===== config.mk =====
export PLATFORM = sky130hd
export DESIGN_NAME = glyph_blit
export DESIGN_NICKNAME = d
export VERILOG_FILES = /design/src/rtl/glyph_blit_pkg.sv /design/src/rtl/gb_corner_decode.sv /design/src/rtl/gb_color_map.sv /design/src/rtl/gb_span_count.sv /design/src/rtl/glyph_blit.sv
export SDC_FILE = /design/constraint.sdc
export NUM_CORES = 1
export LEC_CHECK = 0
export ABC_AREA = 1
export CAP_MARGIN = 25
export CORE_MARGIN = 3
export CORE_UTILIZATION = 55
export DETAILED_ROUTE_END_ITERATION = 8
export PLACE_DENSITY_LB_ADDON = 0.08
export SLEW_MARGIN = 40
export SYNTH_ARGS = -nofsm -noshare
export SYNTH_HDL_FRONTEND = slang
export SYNTH_SLANG_ARGS = --single-unit

===== constraint.sdc =====
create_clock -name clk -period 4.1 [get_ports clk]
set_clock_uncertainty 0.2 [all_clocks]
set_input_delay 0.41 -clock clk [delete_from_list [all_inputs] [get_ports clk]]
set_output_delay 0.41 -clock clk [all_outputs]
set_load 0.1 [all_outputs]

===== src/rtl/glyph_blit_pkg.sv =====
package glyph_blit_pkg;

    typedef enum logic [2:0] {
        ST_IDLE,
        ST_CORNER_A,
        ST_CORNER_B,
        ST_FG,
        ST_BG,
        ST_LOAD,
        ST_EMIT,
        ST_DONE
    } gb_state_e;

    // packet word indices (fixed by the command format)
    localparam int unsigned W_CORNER_A = 13;
    localparam int unsigned W_CORNER_B = 14;
    localparam int unsigned W_FG       = 16;
    localparam int unsigned W_BG       = 29;
    localparam int unsigned W_G1_FIRST = 4;
    localparam int unsigned W_G1_LAST  = 11;
    localparam int unsigned W_G2_FIRST = 30;
    localparam int unsigned W_G2_LAST  = 32;

    // pixels per glyph row half of a word
    localparam int unsigned ROW_PIX = 16;

    localparam logic [23:0] GREY_DARK  = 24'h000000;
    localparam logic [23:0] GREY_MID   = 24'hC0C0C0;
    localparam logic [23:0] GREY_LIGHT = 24'hFFFFFF;

endpackage


===== src/rtl/gb_corner_decode.sv =====
module gb_corner_decode #(
    parameter int unsigned FB_W = 1280,
    parameter int unsigned FB_H = 1024,
    parameter int unsigned XW   = 11,
    parameter int unsigned YW   = 10
) (
    input  logic [31:0]   word,
    output logic [XW-1:0] x,
    output logic [YW-1:0] y
);
    logic [31:0] less63;
    logic [11:0] x_raw;
    logic [11:0] x_mod;
    logic [10:0] y_raw;
    logic [10:0] y_mod;

    always_comb begin
        less63 = word - 32'd63;
        x_raw  = {1'b0, word[29:19]};
        y_raw  = {1'b0, less63[12:3]};
        x_mod  = (x_raw >= 12'(FB_W)) ? x_raw - 12'(FB_W) : x_raw;
        y_mod  = (y_raw >= 11'(FB_H)) ? y_raw - 11'(FB_H) : y_raw;
        x      = x_mod[XW-1:0];
        y      = y_mod[YW-1:0];
    end
endmodule


===== src/rtl/gb_color_map.sv =====
module gb_color_map
    import glyph_blit_pkg::*;
(
    input  logic [31:0] color,
    input  logic        pix24,
    output logic [23:0] pixel
);
    always_comb begin
        if (!pix24)
            pixel = {16'h0000, color[7:0]};
        else if (color[23:16] == 8'd0)
            pixel = GREY_DARK;
        else if (color[23:16] == 8'd7)
            pixel = GREY_MID;
        else
            pixel = GREY_LIGHT;
    end
endmodule


===== src/rtl/gb_span_count.sv =====
module gb_span_count #(
    parameter int unsigned XW      = 11,
    parameter int unsigned MAX_PIX = 16,
    parameter int unsigned CW      = $clog2(MAX_PIX + 1)
) (
    input  logic [XW-1:0] x_left,
    input  logic [XW-1:0] x_right,
    output logic [CW-1:0] count
);
    logic signed [XW:0] diff;

    always_comb begin
        diff = $signed({1'b0, x_right}) - $signed({1'b0, x_left});
        if (diff <= 0)
            count = '0;
        else if (diff > $signed((XW+1)'(MAX_PIX)))
            count = CW'(MAX_PIX);
        else
            count = diff[CW-1:0];
    end
endmodule


===== src/rtl/glyph_blit.sv =====
module glyph_blit
    import glyph_blit_pkg::*;
#(
    parameter int unsigned FB_W   = 1280,
    parameter int unsigned FB_H   = 1024,
    parameter int unsigned PKT_AW = 6,
    parameter int unsigned XW     = $clog2(FB_W),
    parameter int unsigned YW     = $clog2(FB_H)
) (
    input  logic              clk,
    input  logic              rst_n,
    input  logic              start,
    input  logic              pix24,
    output logic              pkt_rd,
    output logic [PKT_AW-1:0] pkt_addr,
    input  logic [31:0]       pkt_data,
    output logic              fb_we,
    output logic [XW-1:0]     fb_x,
    output logic [YW-1:0]     fb_y,
    output logic [23:0]       fb_data,
    output logic              busy,
    output logic              done,
    output logic              dirty_vld,
    output logic [XW-1:0]     dirty_x1,
    output logic [XW-1:0]     dirty_x2,
    output logic [YW-1:0]     dirty_y1,
    output logic [YW-1:0]     dirty_y2
);
    localparam int unsigned CW   = $clog2(ROW_PIX + 1);
    localparam int unsigned PW   = $clog2(ROW_PIX);
    localparam int unsigned ROWS = 2 * ((W_G1_LAST - W_G1_FIRST + 1) + (W_G2_LAST - W_G2_FIRST + 1));
    localparam int unsigned SW   = $clog2(ROWS + 1);

    gb_state_e state_q, state_d;

    logic [XW-1:0]     x_q, x2_q;
    logic [YW-1:0]     y_q;
    logic [23:0]       fg_q, bg_q;
    logic [31:0]       glyph_q;
    logic [PKT_AW-1:0] widx_q;
    logic              half_q;
    logic [CW-1:0]     col_q, cnt_q;
    logic [SW-1:0]     sub_q;

    logic [XW-1:0] dec_x;
    logic [YW-1:0] dec_y;
    logic [23:0]   mapped;
    logic [CW-1:0] span;
    logic [YW:0]   line;
    logic [XW:0]   col_abs;
    logic [ROW_PIX-1:0] row_bits;
    logic          line_ok, row_end, last_word;

    gb_corner_decode #(.FB_W(FB_W), .FB_H(FB_H), .XW(XW), .YW(YW)) u_corner (
        .word(pkt_data), .x(dec_x), .y(dec_y)
    );

    gb_color_map u_color (
        .color(pkt_data), .pix24(pix24), .pixel(mapped)
    );

    gb_span_count #(.XW(XW), .MAX_PIX(ROW_PIX), .CW(CW)) u_span (
        .x_left(x_q), .x_right(dec_x), .count(span)
    );

    always_comb begin
        line      = {1'b0, y_q} + (YW+1)'(sub_q);
        col_abs   = {1'b0, x_q} + (XW+1)'(col_q);
        row_bits  = half_q ? glyph_q[31:16] : glyph_q[15:0];
        line_ok   = line < (YW+1)'(FB_H);
        row_end   = (state_q == ST_EMIT) && (({1'b0, col_q} + 1'b1) >= {1'b0, cnt_q});
        last_word = widx_q == PKT_AW'(W_G2_LAST);
    end

    // next-state logic
    always_comb begin
        state_d = state_q;
        unique case (state_q)
            ST_IDLE:     if (start) state_d = ST_CORNER_A;
            ST_CORNER_A: state_d = ST_CORNER_B;
            ST_CORNER_B: state_d = ST_FG;
            ST_FG:       state_d = ST_BG;
            ST_BG:       state_d = ST_LOAD;
            ST_LOAD:     state_d = ST_EMIT;
            ST_EMIT:     if (row_end && half_q) state_d = last_word ? ST_DONE : ST_LOAD;
            ST_DONE:     state_d = ST_IDLE;
            default:     state_d = ST_IDLE;
        endcase
    end

    // state register
    always_ff @(posedge clk or negedge rst_n) begin
        if (!rst_n) state_q <= ST_IDLE;
        else        state_q <= state_d;
    end

    // outputs
    always_comb begin
        pkt_rd   = 1'b1;
        pkt_addr = '0;
        unique case (state_q)
            ST_CORNER_A: pkt_addr = PKT_AW'(W_CORNER_A);
            ST_CORNER_B: pkt_addr = PKT_AW'(W_CORNER_B);
            ST_FG:       pkt_addr = PKT_AW'(W_FG);
            ST_BG:       pkt_addr = PKT_AW'(W_BG);
            ST_LOAD:     pkt_addr = widx_q;
            default:     pkt_rd   = 1'b0;
        endcase
        fb_we   = (state_q == ST_EMIT) && (col_q < cnt_q) && line_ok
                  && (col_abs < (XW+1)'(FB_W));
        fb_x    = col_abs[XW-1:0];
        fb_y    = line[YW-1:0];
        fb_data = row_bits[col_q[PW-1:0]] ? fg_q : bg_q;
        busy    = state_q != ST_IDLE;
        done    = state_q == ST_DONE;
    end

    // datapath
    always_ff @(posedge clk or negedge rst_n) begin
        if (!rst_n) begin
            x_q <= '0; x2_q <= '0; y_q <= '0;
            fg_q <= '0; bg_q <= '0; glyph_q <= '0;
            widx_q <= '0; half_q <= 1'b0; col_q <= '0; cnt_q <= '0; sub_q <= '0;
            dirty_vld <= 1'b0;
            dirty_x1 <= '0; dirty_x2 <= '0; dirty_y1 <= '0; dirty_y2 <= '0;
        end else begin
            unique case (state_q)
                ST_IDLE: if (start) begin
                    dirty_vld <= 1'b0;
                    widx_q    <= PKT_AW'(W_G1_FIRST);
                    sub_q     <= '0;
                end
                ST_CORNER_A: begin
                    x_q <= dec_x;
                    y_q <= dec_y;
                end
                ST_CORNER_B: begin
                    x2_q  <= dec_x;
                    cnt_q <= span;
                end
                ST_FG: fg_q <= mapped;
                ST_BG: bg_q <= mapped;
                ST_LOAD: begin
                    glyph_q <= pkt_data;
                    half_q  <= 1'b0;
                    col_q   <= '0;
                end
                ST_EMIT: begin
                    if (row_end) begin
                        col_q  <= '0;
                        half_q <= ~half_q;
                        sub_q  <= sub_q + 1'b1;
                        if (line_ok) begin
                            dirty_vld <= 1'b1;
                            dirty_x1  <= x_q;
                            dirty_x2  <= x2_q;
                            if (!dirty_vld || line[YW-1:0] < dirty_y1) dirty_y1 <= line[YW-1:0];
                            if (!dirty_vld || line[YW-1:0] > dirty_y2) dirty_y2 <= line[YW-1:0];
                        end
                        if (half_q)
                            widx_q <= (widx_q == PKT_AW'(W_G1_LAST)) ? PKT_AW'(W_G2_FIRST)
                                                                      : widx_q + 1'b1;
                    end else begin
                        col_q <= col_q + 1'b1;
                    end
                end
                default: ;
            endcase
        end
    end
endmodule


==> results of run 1 <==
==> what timing repair did <==
item                                    in CTS  in global routing
gates resized for setup                      0                  2
hold buffers                                 1                  0
endpoints found under the setup margin       0                 10
endpoints found under the hold margin       86                  0
==> worst paths after layout <==
path	from	end	slack, ps	cells past startpoint
min	glyph_q[16]	glyph_q[16]	270	2
min in group asynchronous	rst_n	dirty_x2[5]	420	2
min reg2reg	glyph_q[16]	glyph_q[16]	270	2
max in group asynchronous	rst_n	x_q[1]	2390	3
max reg2reg	sub_q[0]	dirty_y2[8]	550	19
max	col_q[0]	fb_x[10]	250	9
==> sequential cells by signal, indices dropped and copies added (netlist names) <==
| name | cells |
|---|---|
| fg_q | 10 |
| dirty_vld | 1 |
| y_q | 10 |
| dirty_x2 | 11 |
| dirty_y1 | 10 |
| state_q | 3 |
| half_q | 1 |
| dirty_y2 | 10 |
| col_q | 5 |
| dirty_x1 | 11 |
| cnt_q | 5 |
| bg_q | 10 |
| widx_q | 6 |
| x_q | 11 |
| x2_q | 11 |
| sub_q | 5 |
| glyph_q | 32 |
==> cells in the mapped netlist (6+ instances only) <==
cell type	instances	area (sq um)
inv_1	140	525.5
dfrtp_1	152	3804
buf_4	17	127.6
o21ai_2	10	87.58
clkbuf_1	16	60.06
nor3_1	10	50.05
nand2_1	410	1539
a21oi_1	27	135.1
nand3_1	52	260.3
or2_2	6	37.54
xor2_1	20	175.2
o211ai_1	6	45.04
nor2_1	65	244.0
nand4_1	10	62.56
ha_1	56	700.7
o21ai_0	114	570.6
==> logic make-up after synthesis <==
group                    after synthesis  synth area share [%]
AND/OR/NAND/NOR                      576                 26.56
flip-flops                           152                 42.21
adder cells (fa/ha/maj)               59                 8.442
XOR/XNOR                              24                 2.333
buffers and inverters                186                 8.817
AO/OA/AOI/OAI                        186                 11.64
==> through the flow <==
step	hold slack (ps)	setup slack [ps]	cells	TNS (ps)
detailed placement	258.7	311.9	1502	0
global placement	249.9	458.6	1502	0
finish	271.5	253.8	1535	0
floorplan	-85.59	-42.70	1183	-85.39
CTS	274.2	245.7	1535	0
global route	297.3	7.357	1535	0
==> worst min-delay path, stage by stage (launching register included) <==
cell and delay (ps):
dfrtp_1 340, nand2_1 50, nand2_1 50
==> layout make-up <==
| type | instances | area, sq um | area share (%) |
|---|---|---|---|
| Multi-Input combinational cell | 845 | 4482 | 41.69 |
| Sequential cell | 152 | 3804 | 35.38 |
| Timing Repair Buffer | 145 | 1075 | 9.998 |
| Inverter | 145 | 544.3 | 5.063 |
| Clock buffer | 18 | 439.2 | 4.085 |
| Tap cell | 216 | 270.3 | 2.514 |
| Clock inverter | 14 | 136.4 | 1.269 |
==> routing by layer <==
| metal | part of all wire (%) | global-route usage [%] | up-vias |
|---|---|---|---|
| li1 | - | - | 4042 |
| met4 | 1.7 | 7.771 | 0 |
| met5 | 0 | 0 | - |
| met3 | 6.1 | 4.164 | 34 |
| met2 | 46 | 41.80 | 265 |
| met1 | 46 | 38.66 | 3860 |
==> results_tabular.tex, run 1 <==
\begin{tabular}{lr}
\hline
Metric & Value \\
\hline
\multicolumn{2}{l}{\textbf{Layout}} \\
Fraction of layout instances using a drive strength above 1 & between 10\% and 20\% \\
Final std cell area, no fill & $\sim$11000 sq um \\
Utilization of the core after routing & about 67\% \\
Final antenna diode count & 0 \\
Most common cell after layout, fill and taps aside & nand2\_1 \\
Number of nets in the layout & around 1.4k \\
Synthesis-to-layout area growth & 19.30\% \\
Most used cells in the layout excluding fill and tap cells & nand2\_1, dfrtp\_1, inv\_1 \\
Number of fill cells & about 1.4k \\
\multicolumn{2}{l}{\textbf{Clock network}} \\
Root Buffer Master & clkbuf\_16 \\
Post-CTS setup-driven buffer insertion count & 0 \\
CTS tree & yes \\
H-Tree Depth & 4 \\
Clock latency on the worst-skew pair & around 430 ps \\
Clock input transition at the sequential cells of the worst setup and hold paths & around 60 ps \\
TritonCTS sink count & about 150 \\
Number of buffers added by the clock tree synthesis step & 17 \\
CTS Buffer Depth & 2 \\
\multicolumn{2}{l}{\textbf{Route}} \\
Number of vias per cell after detailed routing & 5.343 \\
DRC viols & 0 \\
Remaining number of nets flagged by the antenna check after routing & 0 \\
Total detailed-routing wirelength & 23330 um \\
Detailed-router iteration count before antenna repair & 5 \\
Total via count in the routed design & 8201 \\
Iteration-0 DRC Markers & 638 \\
Detailed-route wire length per cell & approximately 15 um \\
\multicolumn{2}{l}{\textbf{Critical path}} \\
Arrival time of the worst setup path & $\sim$3200 ps \\
Startpoint class of the critical path & flop \\
Largest stage delay on the critical path & 660 ps \\
Setup CP Type & reg2out \\
Slowest cell on the critical path & dfrtp\_1 \\
CP Data Required Time & between 3000 and 4000 ps \\
Number of buffers and inverters on the critical path & 2 \\
Sequence of cells on the critical path & ha\_1, inv\_1, fa\_1, o21ai\_0, a21o\_1, nand2\_1, nor2\_1, xor2\_2, buf\_4 \\
Nature of the critical path endpoint & output pin \\
Worst path top cell family by delay & adder cells \\
Critical-path maximum fanout & 15 \\
\multicolumn{2}{l}{\textbf{Min path}} \\
Type of the most critical hold path & reg2reg \\
\multicolumn{2}{l}{\textbf{STA}} \\
Count of final max-slew check failures & 0 \\
Setup violations, final & 0 \\
Post-layout min period & 3846 ps \\
Final period utilization & around 94\% \\
Worst relative slew slack & 50.43\% \\
Least-Margin Pin Slew & about 740 ps \\
RSZ-0062 raised after global routing & false \\
Highest clock rate & about 260 MHz \\
Final number of hold-violating endpoints & 0 \\
\multicolumn{2}{l}{\textbf{Yosys}} \\
Number of synthesized flops with an enable pin & 0 \\
Yosys synthesis warning count & 0 \\
Distinct cell type count of the synthesized netlist & 46 \\
Post-Syn Area & 9011 sq um \\
Number of storage elements in the synthesis netlist & approximately 150 \\
Proportion of synthesized chip area in sequential cells & a little over two fifths \\
Prevailing post-synth register cell & dfrtp\_1 \\
Fraction of synthesis flops using an asynchronous set or reset pin & between 90\% and 100\% \\
Synthesized Nets & approximately 1.3k \\
Mean cell area of the mapped netlist & roughly 7.6 sq um \\
Syn Inst Count & $\sim$1.2k \\
\multicolumn{2}{l}{\textbf{Floorplanning}} \\
Rows & 46 \\
Starting density of the core & $\sim$57\% \\
X dimension of the die & between 100 and 150 um \\
Die height & $\sim$130 um \\
I/O pin cnt & approximately 130 \\
Die area & between 15000 and 20000 sq um \\
Floorplan core area & 15940 sq um \\
\multicolumn{2}{l}{\textbf{Global routing}} \\
Pin count of the biggest net entering global routing & 90 \\
Total track usage & 26.67\% \\
Wire length of the first global-routing pass & between 30000 and 40000 um \\
Vias in the first global route & 7683 \\
Number of antenna violations at the first check in global routing & 0 \\
Global-route congestion overflow total & 0 \\
\multicolumn{2}{l}{\textbf{Job}} \\
Max-capacitance violation count & 0 \\
\multicolumn{2}{l}{\textbf{Placed design}} \\
Placed Instance Area & between 10000 and 15000 sq um \\
DP HPWL & between 15000 and 20000 um \\
Final RePlAce weighted congestion & about 0.94 \\
Port Buffers & between 100 and 150 \\
\multicolumn{2}{l}{\textbf{Status}} \\
Outcome & finished, final reports clean \\
\hline
\end{tabular}
Power of run 1 is left out: the tool's default activity adds up to more than one toggle a clock period on the data nets, which glitch-free logic cannot reach.
==> inputs of run 2 (changes only) <==
--- a/config.mk
+++ b/config.mk
@@ -7,8 +7,10 @@
 export LEC_CHECK = 0
 export ABC_AREA = 1
 export CAP_MARGIN = 25
+export CELL_PAD_IN_SITES_DETAIL_PLACEMENT = 1
+export CELL_PAD_IN_SITES_GLOBAL_PLACEMENT = 1
 export CORE_MARGIN = 3
-export CORE_UTILIZATION = 55
+export CORE_UTILIZATION = 40
 export DETAILED_ROUTE_END_ITERATION = 8
 export PLACE_DENSITY_LB_ADDON = 0.08
 export SLEW_MARGIN = 40
==> run 2 against run 1 <==
Effect of this change: final cell count is 4.6% higher; flip-flop and latch count stayed put; core utilization is 18 points lower; global-route usage is 2.7 points lower; first-iteration DRC count is 48% lower; clock-buffer cell count is 2 higher; wire length is 22% higher; critical path type unchanged; highest routed layer unchanged.
==> results_tabular.tex, run 2 (same netlist as run 1, synthesis figures left out) <==
\begin{tabular}{lr}
\hline
Metric & Value \\
\hline
\multicolumn{2}{l}{\textbf{Status}} \\
Outcome & finished, final reports clean (unchanged) \\
\multicolumn{2}{l}{\textbf{Min path}} \\
Type of the most critical hold path & in2async (was reg2reg) \\
\multicolumn{2}{l}{\textbf{STA}} \\
Least-Margin Pin Slew & 824.8 ps (was 742.7 ps) \\
Sum of negative setup slack & 0 ps (unchanged) \\
Post-layout min period & 3910 ps (was 3846 ps) \\
Final period utilization & 95.36\% (was 93.81\%) \\
Setup violations, final & 0 (unchanged) \\
Count of final max-slew check failures & 0 (unchanged) \\
Final number of hold-violating endpoints & 0 (unchanged) \\
Highest clock rate & 255.8 MHz (was 260.0 MHz) \\
RSZ-0062 raised after global routing & false (unchanged) \\
Worst relative slew slack & 44.43\% (was 50.43\%) \\
Final worst setup slack & 190.3 ps (was 253.8 ps) \\
\multicolumn{2}{l}{\textbf{Route}} \\
Total detailed-routing wirelength & 28490 um (was 23330 um) \\
Remaining number of nets flagged by the antenna check after routing & 0 (unchanged) \\
Detailed-router iteration count before antenna repair & 5 (unchanged) \\
Detailed-route wire length per cell & 17.75 um (was 15.20 um) \\
Total via count in the routed design & 8220 (was 8201) \\
Number of vias per cell after detailed routing & 5.121 (was 5.343) \\
Iteration-0 DRC Markers & 330 (was 638) \\
DRC viols & 0 (unchanged) \\
\multicolumn{2}{l}{\textbf{Critical path}} \\
Setup CP Type & reg2out (unchanged) \\
Slowest cell on the critical path & dfrtp\_1 (unchanged) \\
Critical-path maximum fanout & 9 (was 15) \\
Arrival time of the worst setup path & 3300 ps (was 3240 ps) \\
Worst path top cell family by delay & compound AO/OA/AOI/OAI gates (was adder cells) \\
CP Data Required Time & 3490 ps (about the same) \\
Nature of the critical path endpoint & output pin (unchanged) \\
Largest stage delay on the critical path & 590 ps (was 660 ps) \\
Sequence of cells on the critical path & inv\_1, fa\_1, o21ai\_0, a21o\_1, nand2\_1, nor2\_1, xor2\_2, a21oi\_2, buf\_12 (was ha\_1, inv\_1, fa\_1, o21ai\_0, a21o\_1, nand2\_1, nor2\_1, xor2\_2, buf\_4) \\
Startpoint class of the critical path & flop (unchanged) \\
Number of buffers and inverters on the critical path & 2 (unchanged) \\
\multicolumn{2}{l}{\textbf{Global routing}} \\
Global-route congestion overflow total & 0 (unchanged) \\
Total track usage & 23.95\% (was 26.67\%) \\
Vias in the first global route & 8627 (was 7683) \\
Pin count of the biggest net entering global routing & 78 (was 90) \\
Number of antenna violations at the first check in global routing & 0 (unchanged) \\
Wire length of the first global-routing pass & 46240 um (was 38400 um) \\
\multicolumn{2}{l}{\textbf{Floorplanning}} \\
Floorplan core area & 21960 sq um (was 15940 sq um) \\
Die area & 24360 sq um (was 17960 sq um) \\
X dimension of the die & 156.1 um (was 134 um) \\
Rows & 54 (was 46) \\
I/O pin cnt & 134 (unchanged) \\
Die height & 156.1 um (was 134 um) \\
Starting density of the core & 41.04\% (was 56.52\%) \\
\multicolumn{2}{l}{\textbf{Clock network}} \\
Post-CTS setup-driven buffer insertion count & 0 (unchanged) \\
TritonCTS sink count & 152 (unchanged) \\
Clock latency on the worst-skew pair & 430 ps (about the same) \\
CTS Buffer Depth & 2 (unchanged) \\
Root Buffer Master & clkbuf\_16 (unchanged) \\
Clock input transition at the sequential cells of the worst setup and hold paths & 70 ps (was 60 ps) \\
H-Tree Depth & 4 (unchanged) \\
CTS tree & yes (unchanged) \\
Number of buffers added by the clock tree synthesis step & 17 (unchanged) \\
\multicolumn{2}{l}{\textbf{Placed design}} \\
Final RePlAce weighted congestion & 0.8765 (was 0.9378) \\
DP HPWL & 21630 um (was 17600 um) \\
Placement Setup Slack & 165.3 ps (was 311.9 ps) \\
Port Buffers & 133 (unchanged) \\
\multicolumn{2}{l}{\textbf{Layout}} \\
Top register by number of flip-flops & glyph\_q (unchanged) \\
Number of flip-flops under the largest register name & 32 (unchanged) \\
Final antenna diode count & 0 (unchanged) \\
Number of nets in the layout & 1408 (was 1401) \\
Most common cell after layout, fill and taps aside & nand2\_1 (unchanged) \\
Most used cells in the layout excluding fill and tap cells & nand2\_1, dfrtp\_1, inv\_1 (unchanged) \\
Fraction of layout instances using a drive strength above 1 & 13.96\% (was 13.80\%) \\
Synthesis-to-layout area growth & 21.48\% (was 19.30\%) \\
\multicolumn{2}{l}{\textbf{Job}} \\
Max-capacitance violation count & 0 (unchanged) \\
\hline
\end{tabular}
[run 2: cell count changes in the layout (fill, tap and decap cells not counted), moves of 2 or more]
cell	previous run	this run
bufinv_16	1	4
clkbuf_8	2	0
buf_4	60	65
clkbuf_1	0	3
inv_6	5	2
[run 2: through the flow]
stage,hold slack (ps),cell area [sq um],cells,utilization (%)
floorplan,-85.59,9075,1183,-
global placement,252.4,10540,1572,47.98
detailed placement,255.9,10290,1572,46.88
CTS,272.2,10910,1604,49.70
global route,239.5,10950,1605,49.85
finish,212.7,10950,1605,49.85
[run 2: area by class of cell]
| type | count | area (sq um) |
|---|---|---|
| clock buffers | 20 | 436.7 |
| clock inverters | 11 | 172.7 |
| fillers | 2765 | 11010 |
| inverters | 145 | 544.3 |
| multi-input cells | 845 | 4482 |
| flip-flops and latches | 152 | 3804 |
| well taps | 280 | 350.3 |
| repair buffers | 152 | 1157 |
[run 2: repair_timing]
action | 4_1_cts | 5_1_grt
resized for setup | 0 | 2
hold buffers | 1 | 0
hold endpoints to repair | 74 | 0
endpoints found under the setup margin | 0 | 20
[run 2: metal layers]
metal,up-vias,global-route usage (%),routed length [um]
li1,4048,-,-
met4,0,5.961,465
met3,37,3.662,907
met5,-,0,0
met2,144,40.35,13850
met1,3991,32.53,13270
[run 2: final timing paths]
| kind | end | slack (ps) | depth (start not counted) | from |
|---|---|---|---|---|
| worst max-delay path | fb_we | 190 | 9 | col_q[1] |
| worst min-delay path | dirty_y1[8] | 210 | 2 | rst_n |
| worst max register to register | dirty_y2[4] | 360 | 19 | sub_q[2] |
| worst min register to register | glyph_q[13] | 270 | 2 | glyph_q[13] |
| max in group asynchronous | dirty_x1[9] | 2480 | 4 | rst_n |
| min in group clk | glyph_q[13] | 270 | 2 | glyph_q[13] |
Power of run 2 is left out for the same reason.
==> inputs of run 3 (changes only) <==
--- a/config.mk
+++ b/config.mk
@@ -12,7 +12,7 @@
 export CORE_MARGIN = 3
 export CORE_UTILIZATION = 40
 export DETAILED_ROUTE_END_ITERATION = 8
-export PLACE_DENSITY_LB_ADDON = 0.08
+export PLACE_DENSITY = 0.87
 export SLEW_MARGIN = 40
 export SYNTH_ARGS = -nofsm -noshare
 export SYNTH_HDL_FRONTEND = slang
==> run 3 against run 2 <==
Effect of this change: largest cell class unchanged; wire length rose by 3.1%; critical endpoint is now fb_x[10]; register-to-register slack got worse by 70 ps; final cell count fell by 0.31%; non-clock buffer count fell by 6; design area fell by 0.83%; flip-flop and latch count did not move; maximum frequency rose by 1.2%; core utilization fell by 0.42 points; critical path type unchanged; global-route usage rose by 0.28 points; sequential share of layout area rose by 0.29 points.
==> results_tabular.tex, run 3 (same netlist as run 1, synthesis figures left out) <==
\begin{tabular}{lr}
\hline
Metric & Value \\
\hline
\multicolumn{2}{l}{\textbf{Status}} \\
Outcome & finished, final reports clean (unchanged) \\
\multicolumn{2}{l}{\textbf{Placed design}} \\
Port Buffers & 133 (unchanged) \\
Placement Setup Slack & 59.77 ps (was 165.3 ps) \\
DP HPWL & 21930 um (was 21630 um) \\
Final RePlAce weighted congestion & 0.8660 (was 0.8765) \\
Number of instances in the placed design & 1567 (was 1572) \\
\multicolumn{2}{l}{\textbf{STA}} \\
Post-layout min period & 3864 ps (was 3910 ps) \\
Least-Margin Pin Slew & 765.3 ps (was 824.8 ps) \\
Final period utilization & 94.24\% (was 95.36\%) \\
Final number of hold-violating endpoints & 0 (unchanged) \\
Worst relative slew slack & 48.79\% (was 44.43\%) \\
Count of final max-slew check failures & 0 (unchanged) \\
Worst hold-check slack & 277.1 ps (was 212.7 ps) \\
RSZ-0062 raised after global routing & false (unchanged) \\
Highest clock rate & 258.8 MHz (was 255.8 MHz) \\
Final worst setup slack & 236.1 ps (was 190.3 ps) \\
Setup violations, final & 0 (unchanged) \\
\multicolumn{2}{l}{\textbf{Floorplanning}} \\
Die height & 156.1 um (unchanged) \\
Starting density of the core & 41.04\% (unchanged) \\
I/O pin cnt & 134 (unchanged) \\
Floorplan core area & 21960 sq um (unchanged) \\
Die area & 24360 sq um (unchanged) \\
Rows & 54 (unchanged) \\
X dimension of the die & 156.1 um (unchanged) \\
\multicolumn{2}{l}{\textbf{Global routing}} \\
Global-route congestion overflow total & 0 (unchanged) \\
Met1 track demand over resource in global routing & 30.90\% (was 32.53\%) \\
Pin count of the biggest net entering global routing & 94 (was 78) \\
Most Crowded Layer GR & met2 (unchanged) \\
Vias in the first global route & 9129 (was 8627) \\
Total track usage & 24.23\% (was 23.95\%) \\
GR Util met2 & 41.57\% (was 40.35\%) \\
Wire length of the first global-routing pass & 47260 um (was 46240 um) \\
Number of antenna violations at the first check in global routing & 0 (unchanged) \\
Global-route met3 utilization & 3.883\% (was 3.662\%) \\
\multicolumn{2}{l}{\textbf{Layout}} \\
Synthesis-to-layout area growth & 20.47\% (was 21.48\%) \\
Number of nets in the layout & 1402 (was 1408) \\
Final antenna diode count & 0 (unchanged) \\
Most used cells in the layout excluding fill and tap cells & nand2\_1, dfrtp\_1, inv\_1 (unchanged) \\
Number of flip-flops under the largest register name & 32 (unchanged) \\
Utilization of the core after routing & 49.44\% (was 49.85\%) \\
Top register by number of flip-flops & glyph\_q (unchanged) \\
Post-route non-filler standard cell count & 1600 (was 1605) \\
Most common cell after layout, fill and taps aside & nand2\_1 (unchanged) \\
Fraction of layout instances using a drive strength above 1 & 13.86\% (was 13.96\%) \\
\multicolumn{2}{l}{\textbf{Min path}} \\
Hold wc startpoint & dirty\_x2[2] \\
Type of the most critical hold path & reg2reg (was in2async) \\
\multicolumn{2}{l}{\textbf{Clock network}} \\
Clock latency on the worst-skew pair & 430 ps (about the same) \\
TritonCTS sink count & 152 (unchanged) \\
Number of buffers added by the clock tree synthesis step & 17 (unchanged) \\
CTS tree & yes (unchanged) \\
CTS Buffer Depth & 2 (unchanged) \\
Root Buffer Master & clkbuf\_16 (unchanged) \\
H-Tree Depth & 4 (unchanged) \\
Clock input transition at the sequential cells of the worst setup and hold paths & 70 ps (about the same) \\
\multicolumn{2}{l}{\textbf{Critical path}} \\
Nature of the critical path endpoint & output pin (unchanged) \\
Critical-path maximum fanout & 15 (was 9) \\
Start point of the critical path & col\_q[0] (was col\_q[1]) \\
Setup CP Type & reg2out (unchanged) \\
Startpoint of the worst register-to-register path & sub\_q[2] (unchanged) \\
Startpoint class of the critical path & flop (unchanged) \\
Arrival time of the worst setup path & 3250 ps (was 3300 ps) \\
CP Data Required Time & 3490 ps (about the same) \\
\multicolumn{2}{l}{\textbf{Route}} \\
Detailed-route wire length per cell & 18.35 um (was 17.75 um) \\
Detailed-router iteration count before antenna repair & 5 (unchanged) \\
Number of vias per cell after detailed routing & 5.334 (was 5.121) \\
DRC viols & 0 (unchanged) \\
Total detailed-routing wirelength & 29370 um (was 28490 um) \\
Total via count in the routed design & 8535 (was 8220) \\
Remaining number of nets flagged by the antenna check after routing & 0 (unchanged) \\
Iteration-0 DRC Markers & 418 (was 330) \\
\multicolumn{2}{l}{\textbf{Job}} \\
Max-capacitance violation count & 0 (unchanged) \\
\hline
\end{tabular}
-- run 3: cell count changes in the layout (fill, tap and decap cells not counted), sizes merged --
cell      change
bufinv        -2
buf           -6
clkinvlp      +3
clkbuf        -2
inv           +5
clkinv        -3
-- run 3: worst paths after layout --
kind | endpoint | slack, ps | depth (start not counted)
worst min register to register | dirty_x2[2] | 280 | 2
worst max-delay path | fb_x[10] | 240 | 9
worst min-delay path | dirty_x2[2] | 280 | 2
worst max register to register | dirty_y2[9] | 290 | 19
max in group asynchronous | sub_q[2] | 2390 | 3
min in group asynchronous | dirty_x2[4] | 350 | 2
-- run 3: through the flow --
step           area (sq um)  TNS (ps)
4_1_cts               10850         0
6_report              10860         0
5_1_grt               10860         0
2_1_floorplan          9075    -85.39
3_3_place_gp          10490         0
3_5_place_dp          10250         0
-- run 3: repair_timing --
item,in CTS,in global routing
setup buffers,0,0
gates resized for setup,0,2
hold buffers,1,0
endpoints found under the hold margin,91,0
endpoints found under the setup margin,0,22
-- run 3: final cells by class --
cell class | count | area, sq um
Fill cell | 2730 | 11100
Multi-Input combinational cell | 845 | 4484
Sequential cell | 152 | 3804
Timing Repair Buffer | 146 | 1084
Inverter | 145 | 544.3
Clock buffer | 18 | 429.2
Tap cell | 280 | 350.3
Clock inverter | 14 | 160.2
-- run 3: layer usage --
metal	vias to the layer above	wire length (um)
met5	-	0
met2	215	14580
met1	4220	12770
met4	0	848
li1	4031	-
met3	69	1166
-- run 3: worst max-delay path, cell delays in order, from the launching register on --
cell and delay [ps]:
dfrtp_1 700, ha_1 300, inv_1 60, fa_1 410, o21ai_0 320, a21o_1 220
nand2_1 100, nor2_1 170, xor2_2 220, buf_4 330
Power of run 3 is left out for the same reason.
